===== config.mk =====
export PLATFORM = sky130hd
export DESIGN_NAME = mpx_port
export DESIGN_NICKNAME = d
export VERILOG_FILES = /design/src/rtl/mpx_pkg.sv /design/src/rtl/mpx_latch_bank.sv /design/src/rtl/mpx_in_sync.sv /design/src/rtl/mpx_alt_mux.sv /design/src/rtl/mpx_port.sv
export SDC_FILE = /design/constraint.sdc
export NUM_CORES = 1
export LEC_CHECK = 0
export ABC_AREA = 1
export ABC_CLOCK_PERIOD_IN_PS = 950
export BUFFER_PORTS_ARGS = -buffer_cell sky130_fd_sc_hd__buf_2
export CAP_MARGIN = 20
export CORE_MARGIN = 3
export CORE_UTILIZATION = 40
export DETAILED_ROUTE_END_ITERATION = 10
export PLACE_DENSITY = 0.77
export SYNTH_ARGS = -nofsm -noshare
export SYNTH_HDL_FRONTEND = slang
export SYNTH_SLANG_ARGS = --single-unit

===== constraint.sdc =====
create_clock -name clk -period 0.95 [get_ports clk]
set_input_delay 0.19 -clock clk [delete_from_list [all_inputs] [get_ports clk]]
set_output_delay 0.19 -clock clk [all_outputs]
set_load 0.05 [all_outputs]

===== src/rtl/mpx_pkg.sv =====
package mpx_pkg;

    localparam int PORT_W    = 8;
    localparam int PIN_SDIR  = 0;
    localparam int PIN_SDATA = 1;
    localparam int PIN_IRQ0  = 2;
    localparam int PIN_TMR0  = 4;
    localparam int PIN_TMR1  = 5;
    localparam int PIN_XWR   = 6;

    typedef enum logic {
        SER_SHARED = 1'b0,
        SER_LOOP   = 1'b1
    } ser_mode_e;

    // Alternate-function drive request per pin
    typedef struct packed {
        logic [PORT_W-1:0] en;
        logic [PORT_W-1:0] val;
    } pin_drive_t;

    // Routed, synchronised alternate inputs
    typedef struct packed {
        logic [1:0] irq;
        logic [1:0] tcnt;
        logic       sclk;
        logic       rxd;
    } alt_in_t;

    // {oe, out} for one pin from latch bit and alternate request
    function automatic logic [1:0] pin_resolve(input logic latch_bit,
                                               input logic alt_en,
                                               input logic alt_val);
        logic oe;
        logic val;
        oe  = ~latch_bit | alt_en;
        val = latch_bit & (alt_en ? alt_val : 1'b1);
        return {oe, val};
    endfunction

endpackage


===== src/rtl/mpx_latch_bank.sv =====
module mpx_latch_bank #(
    parameter int W = 8
) (
    input  logic         clk,
    input  logic         rst,
    input  logic         wr_en,
    input  logic [W-1:0] wr_mask,
    input  logic [W-1:0] wr_data,
    output logic [W-1:0] latch_q
);

    always_ff @(posedge clk) begin
        if (rst) begin
            latch_q <= '1;
        end else if (wr_en) begin
            latch_q <= (latch_q & ~wr_mask) | (wr_data & wr_mask);
        end
    end

    // reset leaves every latch bit high
    a_r1_latch_reset: assert property (@(posedge clk)
        $fell(rst) |-> latch_q == '1);

    // unmasked bits hold their value across a write
    a_r2_mask_keeps: assert property (@(posedge clk) disable iff (rst)
        wr_en |=> ((latch_q ^ $past(latch_q)) & ~$past(wr_mask)) == '0);

endmodule


===== src/rtl/mpx_in_sync.sv =====
module mpx_in_sync #(
    parameter int W      = 8,
    parameter int STAGES = 2
) (
    input  logic         clk,
    input  logic         rst,
    input  logic [W-1:0] pin_i,
    output logic [W-1:0] sync_o
);

    logic [W-1:0] stg [STAGES];

    always_ff @(posedge clk) begin
        if (rst) begin
            for (int k = 0; k < STAGES; k++) stg[k] <= '1;
        end else begin
            stg[0] <= pin_i;
            for (int k = 1; k < STAGES; k++) stg[k] <= stg[k-1];
        end
    end

    assign sync_o = stg[STAGES-1];

    generate
        if (STAGES == 2) begin : g_chk2
            logic [1:0] age;
            always_ff @(posedge clk) begin
                if (rst)             age <= '0;
                else if (age != 2'd2) age <= age + 2'd1;
            end
            // two-edge latency from pin to read value
            a_r5_two_edge_latency: assert property (@(posedge clk) disable iff (rst)
                age == 2'd2 |-> sync_o == $past(pin_i, 2));
        end
    endgenerate

endmodule


===== src/rtl/mpx_alt_mux.sv =====
module mpx_alt_mux
    import mpx_pkg::*;
(
    input  logic [PORT_W-1:0] latch_q,
    input  ser_mode_e         ser_mode,
    input  logic              ser_act,
    input  logic              ser_dir,
    input  logic              ser_dout,
    input  logic              ser_dout_oe,
    input  logic              xwr_act,
    input  logic              xwr_n,
    input  logic [5:0]        sync_i,
    output logic [PORT_W-1:0] pin_out,
    output logic [PORT_W-1:0] pin_oe,
    output alt_in_t           alt_in,
    output logic              diag
);

    pin_drive_t drv;
    logic       loop_sel;

    assign diag     = ~latch_q[PIN_SDATA];
    assign loop_sel = (ser_mode == SER_LOOP);

    always_comb begin
        drv.en  = '0;
        drv.val = '1;
        // pin 0: direction output only in shared mode outside diagnostics
        if (!loop_sel && !diag && ser_act) begin
            drv.en[PIN_SDIR]  = 1'b1;
            drv.val[PIN_SDIR] = ser_dir;
        end
        // pin 1: transmit in loop mode, gated two-way data in shared mode
        if (ser_act && (loop_sel || ser_dout_oe)) begin
            drv.en[PIN_SDATA]  = 1'b1;
            drv.val[PIN_SDATA] = ser_dout;
        end
        // pin 6: external write strobe
        if (xwr_act) begin
            drv.en[PIN_XWR]  = 1'b1;
            drv.val[PIN_XWR] = xwr_n;
        end
    end

    generate
        for (genvar i = 0; i < PORT_W; i++) begin : g_pin
            logic [1:0] res;
            assign res        = pin_resolve(latch_q[i], drv.en[i], drv.val[i]);
            assign pin_oe[i]  = res[1];
            assign pin_out[i] = res[0];
        end
    endgenerate

    always_comb begin
        alt_in.irq  = sync_i[PIN_IRQ0+1:PIN_IRQ0];
        alt_in.tcnt = sync_i[PIN_TMR1:PIN_TMR0];
        alt_in.sclk = sync_i[PIN_TMR1];
        alt_in.rxd  = (loop_sel || diag) ? sync_i[PIN_SDIR] : sync_i[PIN_SDATA];
    end

endmodule


===== src/rtl/mpx_port.sv =====
module mpx_port
    import mpx_pkg::*;
#(
    parameter int SYNC_STAGES = 2
) (
    input  logic              clk,
    input  logic              rst,
    input  logic              wr_en,
    input  logic [PORT_W-1:0] wr_mask,
    input  logic [PORT_W-1:0] wr_data,
    input  logic              ser_mode,
    input  logic              ser_act,
    input  logic              ser_dir,
    input  logic              ser_dout,
    input  logic              ser_dout_oe,
    input  logic              xwr_act,
    input  logic              xwr_n,
    input  logic [PORT_W-1:0] pin_in,
    output logic [PORT_W-1:0] pin_out,
    output logic [PORT_W-1:0] pin_oe,
    output logic [PORT_W-1:0] port_rd,
    output logic [1:0]        irq_gate,
    output logic [1:0]        tmr_cnt,
    output logic              ser_clk,
    output logic              ser_rx,
    output logic              diag_mode
);

    logic [PORT_W-1:0] latch_q;
    logic [PORT_W-1:0] sync_q;
    alt_in_t           alt_in;

    mpx_latch_bank #(.W(PORT_W)) u_latch (
        .clk     (clk),
        .rst     (rst),
        .wr_en   (wr_en),
        .wr_mask (wr_mask),
        .wr_data (wr_data),
        .latch_q (latch_q)
    );

    mpx_in_sync #(.W(PORT_W), .STAGES(SYNC_STAGES)) u_sync (
        .clk    (clk),
        .rst    (rst),
        .pin_i  (pin_in),
        .sync_o (sync_q)
    );

    mpx_alt_mux u_mux (
        .latch_q     (latch_q),
        .ser_mode    (ser_mode_e'(ser_mode)),
        .ser_act     (ser_act),
        .ser_dir     (ser_dir),
        .ser_dout    (ser_dout),
        .ser_dout_oe (ser_dout_oe),
        .xwr_act     (xwr_act),
        .xwr_n       (xwr_n),
        .sync_i      (sync_q[5:0]),
        .pin_out     (pin_out),
        .pin_oe      (pin_oe),
        .alt_in      (alt_in),
        .diag        (diag_mode)
    );

    assign port_rd  = sync_q;
    assign irq_gate = alt_in.irq;
    assign tmr_cnt  = alt_in.tcnt;
    assign ser_clk  = alt_in.sclk;
    assign ser_rx   = alt_in.rxd;

    generate
        for (genvar i = 0; i < PORT_W; i++) begin : g_chk
            // a cleared latch bit always pulls its pin low
            a_r3_low_latch_drives_low: assert property (@(posedge clk) disable iff (rst)
                !latch_q[i] |-> (pin_oe[i] && !pin_out[i]));
        end
    endgenerate

    // loop mode never drives pin 0 while its latch bit is high
    a_r7_loop_pin0_free: assert property (@(posedge clk) disable iff (rst)
        (ser_mode && latch_q[PIN_SDIR]) |-> !pin_oe[PIN_SDIR]);

    // diagnostic mode releases pin 0 and takes receive data from it
    a_r8_diag_pin0_free: assert property (@(posedge clk) disable iff (rst)
        (diag_mode && latch_q[PIN_SDIR]) |-> (!pin_oe[PIN_SDIR] && ser_rx == port_rd[PIN_SDIR]));

    // an active strobe pulls pin 6 low
    a_r11_strobe_low: assert property (@(posedge clk) disable iff (rst)
        (xwr_act && !xwr_n) |-> (pin_oe[PIN_XWR] && !pin_out[PIN_XWR]));

endmodule


==> summary.txt <==
Synthesis
  • Post-Synthesis Cells: 115
  • #FFs+latches synth: 24
  • Yosys top cell by area: dfxtp_1
  • Post-Syn Nets: 149
  • Most frequent cell after synthesis: nand2_1
  • Distinct cells, synth: 9
  • Mapped Area: 973 um^2
  • Number of synthesized flops with an enable pin: 0
  • Synth area leaders: dfxtp_1 (49%), buf_4 (13%), nand2_1 (10%)
  • Ys flop type: dfxtp_1
  • Sequential-to-total area share from yosys stat: 49.4%
  • Post-synth top cells: nand2_1 (26), dfxtp_1 (24), nand3_1 (18), buf_4 (17), or2_1 (10)
  • Ys async rst share: 0%
  • Top cell type's share of synthesized area: 49.4%
  • Syn Area/Cell: 8.46 um^2
  • Synth warn: 0

Power
  • Power, Total: 2.49 mW
  • Leak: 0.815 nW
  • Cell internal pwr: 1.71 mW
  • Clock share of power: 24.3%
  • Reg power frac: around 45%
  • Comb pwr share: a little under a third
  • Pwr dens: 1510 nW/um^2
  • Switching share of total power: 31.3%
  • Net Switching: 780 uW
  • Peak supply drop: about 880 uV

CTS
  • Max clock buf depth: 2
  • CTS clk-pin slew, worst paths: 120 ps
  • Worst-Skew Late Latency: 300 ps
  • Num CTS Buffers: 3
  • Clock Tree Root: clkbuf_4
  • Clock net sink count: 24
  • H-Tree Depth: 1
  • CTS tree: done
  • CTS Hold Bufs: 0

Routing
  • Drt pass-1 iters: 3
  • DRC violations left: 0
  • Drt total wl: about 2.2 mm
  • WL/cell: 11.5 um
  • Vias per inst: 4.34
  • Via count: 847
  • Antenna Nets Post-Route: 0
  • DR iter-0 viols: 31

Timing
  • Max-slew headroom: 75.1%
  • Slew Limit Fails: 0
  • Worst hold slack: 53.9 ps
  • Worst Skew: 0.499 ps
  • Slew @ Worst Pin: about 370 ps
  • FMAX: 744 MHz
  • RSZ-0062 raised after global routing: true
  • Final Hold Fails: 0
  • Final worst-path cycle share: 141%
  • TNS Setup: -4170 ps
  • Final WS setup: -394 ps
  • Min Tclk post-route: between 1000 and 1500 ps
  • Setup-failing EPs final: 31

Floorplan
  • Core ar.: 2250 um^2
  • Die extent in y: 55.3 um
  • Rows: 17
  • DIE WIDTH: 55.3 um
  • # IOs: 65
  • Die footprint: about 3000 um^2
  • Starting Density: 43.2%

Critical path
  • Reg-to-reg setup timing slack: about 210 ps
  • Worst path required time: 760 ps
  • Critical path type: flop to output pin
  • WP buf/inv: 2
  • Critical path's slowest cell: dfxtp_4
  • WP data arrival: 1150 ps
  • Crit. End Element: output pin
  • CP startpoint kind: flop
  • Critical Path, Cell by Cell: clkinvlp_4 > o21ai_4 > nand2_4 > buf_8
  • Crit-path max FO: 5
  • Worst reg2reg path depth: 3
  • Crit-path max cell delay: 400 ps
  • Cell family with the largest share of critical-path delay: flip-flops

Placement
  • Dpl hpwl: 1.52 mm
  • PortBufs: 64
  • Placer congestion estimate: 0.750
  • Post-place instance area: ~1200 um^2

Global routing
  • Tot GR Track Use: roughly 15%
  • Pin count of the biggest net entering global routing: 18
  • Total gr overflow: 0
  • Vias in the first global route: around 800
  • Initial antenna violation count: 0
  • First-pass GRT wire length: 3.55 mm

Outcome
  • Failing checks: negative setup slack
  • Status: finished with violations

Hold path
  • Hold Path Sink: u_sync.stg[0][5]$_SDFF_PP1_
  • Hold crit path type: primary input to flop
  • Hold Startpoint: pin_in[5]
  • Hold depth: 2

Job
  • Max Cap Viol: 0

Layout
  • Diodes inserted: 0
  • Synth-to-layout area growth: 69.0%
  • Area of the multi-input gates: 362 um^2
  • FF/Latch Area: 514 um^2
  • Layout cells sized above 1: 65.3%
  • # nets final: around 200
  • Final instance area: 1650 um^2
  • Layout fillers: 163
==> power groups by stage <==
| stage | sequential (mW) | combinational [mW] | clock [mW] |
|---|---|---|---|
| after floorplan | 1.11 | 0.470 | 0 |
| after global placement | 1.11 | 0.570 | 0 |
| final | 1.11 | 0.779 | 0.605 |
| after CTS | 1.11 | 0.751 | 0.626 |
| after global routing | 1.12 | 0.818 | 0.675 |
| after detailed placement | 1.11 | 0.580 | 0 |
==> what timing repair did <==
action / 4_1_cts / 5_1_grt
buffers inserted: 3 / 0
pin swaps: 3 / 0
endpoints found under the setup margin: 31 / 31
resized for setup: 103 / 16
==> worst max-delay path by stage <==
stage                         from    endpoint  slack [ps]  cells after the start
after floorplan               flop      ser_rx        -240                      3
after global placement    ser_mode  pin_out[1]        -100                      5
after detailed placement  ser_mode  pin_out[1]        -140                      5
after CTS                     flop      ser_rx        -410                      4
after global routing          flop      ser_rx        -470                      4
final                         flop      ser_rx        -390                      4
==> metrics by stage <==
stage	util [%]	cells	worst slack [ps]
after floorplan	-	115	-237
after global placement	54.2	188	-104
after detailed placement	54.2	188	-143
after CTS	70.3	195	-413
after global routing	73.0	195	-470
final	73.0	195	-394
==> final cells by class <==
type / count / area share [%]
Clock buffer: 4 / 2.89
Sequential cell: 24 / 31.3
Multi-Input combinational cell: 62 / 22.0
Tap cell: 28 / 2.13
Inverter: 9 / 2.28
Timing Repair Buffer: 68 / 39.5
==> layout by cell type (no fill, tap or decap), types with 4 or more instances in the layout <==
cell,count
buf_2,33
buf_8,28
nand3_1,18
nand2_1,17
or2_1,10
dfxtp_2,9
dfxtp_1,9
nand2_4,6
or2_2,6
dfxtp_4,6
inv_2,5
buf_4,4
==> metal layers <==
metal  vias to the layer above  global-route usage [%]  part of all wire [%]
li1                        442                       -                     -
met4                         0                    6.25                  0.89
met1                       374                    14.8                    35
met3                         2                    1.40                   4.8
met5                         -                       0                     0
met2                        29                    29.4                    60
==> cell families after synthesis <==
family,synth area share [%]
buffers and inverters,20.1
AND/OR/NAND/NOR,29.6
AO/OA/AOI/OAI,1.03
flip-flops,49.4
==> worst register-to-register path, cell delays in order, from the launching register on <==
cell and delay (ps):
dfxtp_4 390, buf_4 150, nand2_1 60, nand3_1 50
Note: power is estimated with default switching activity, not from simulation.
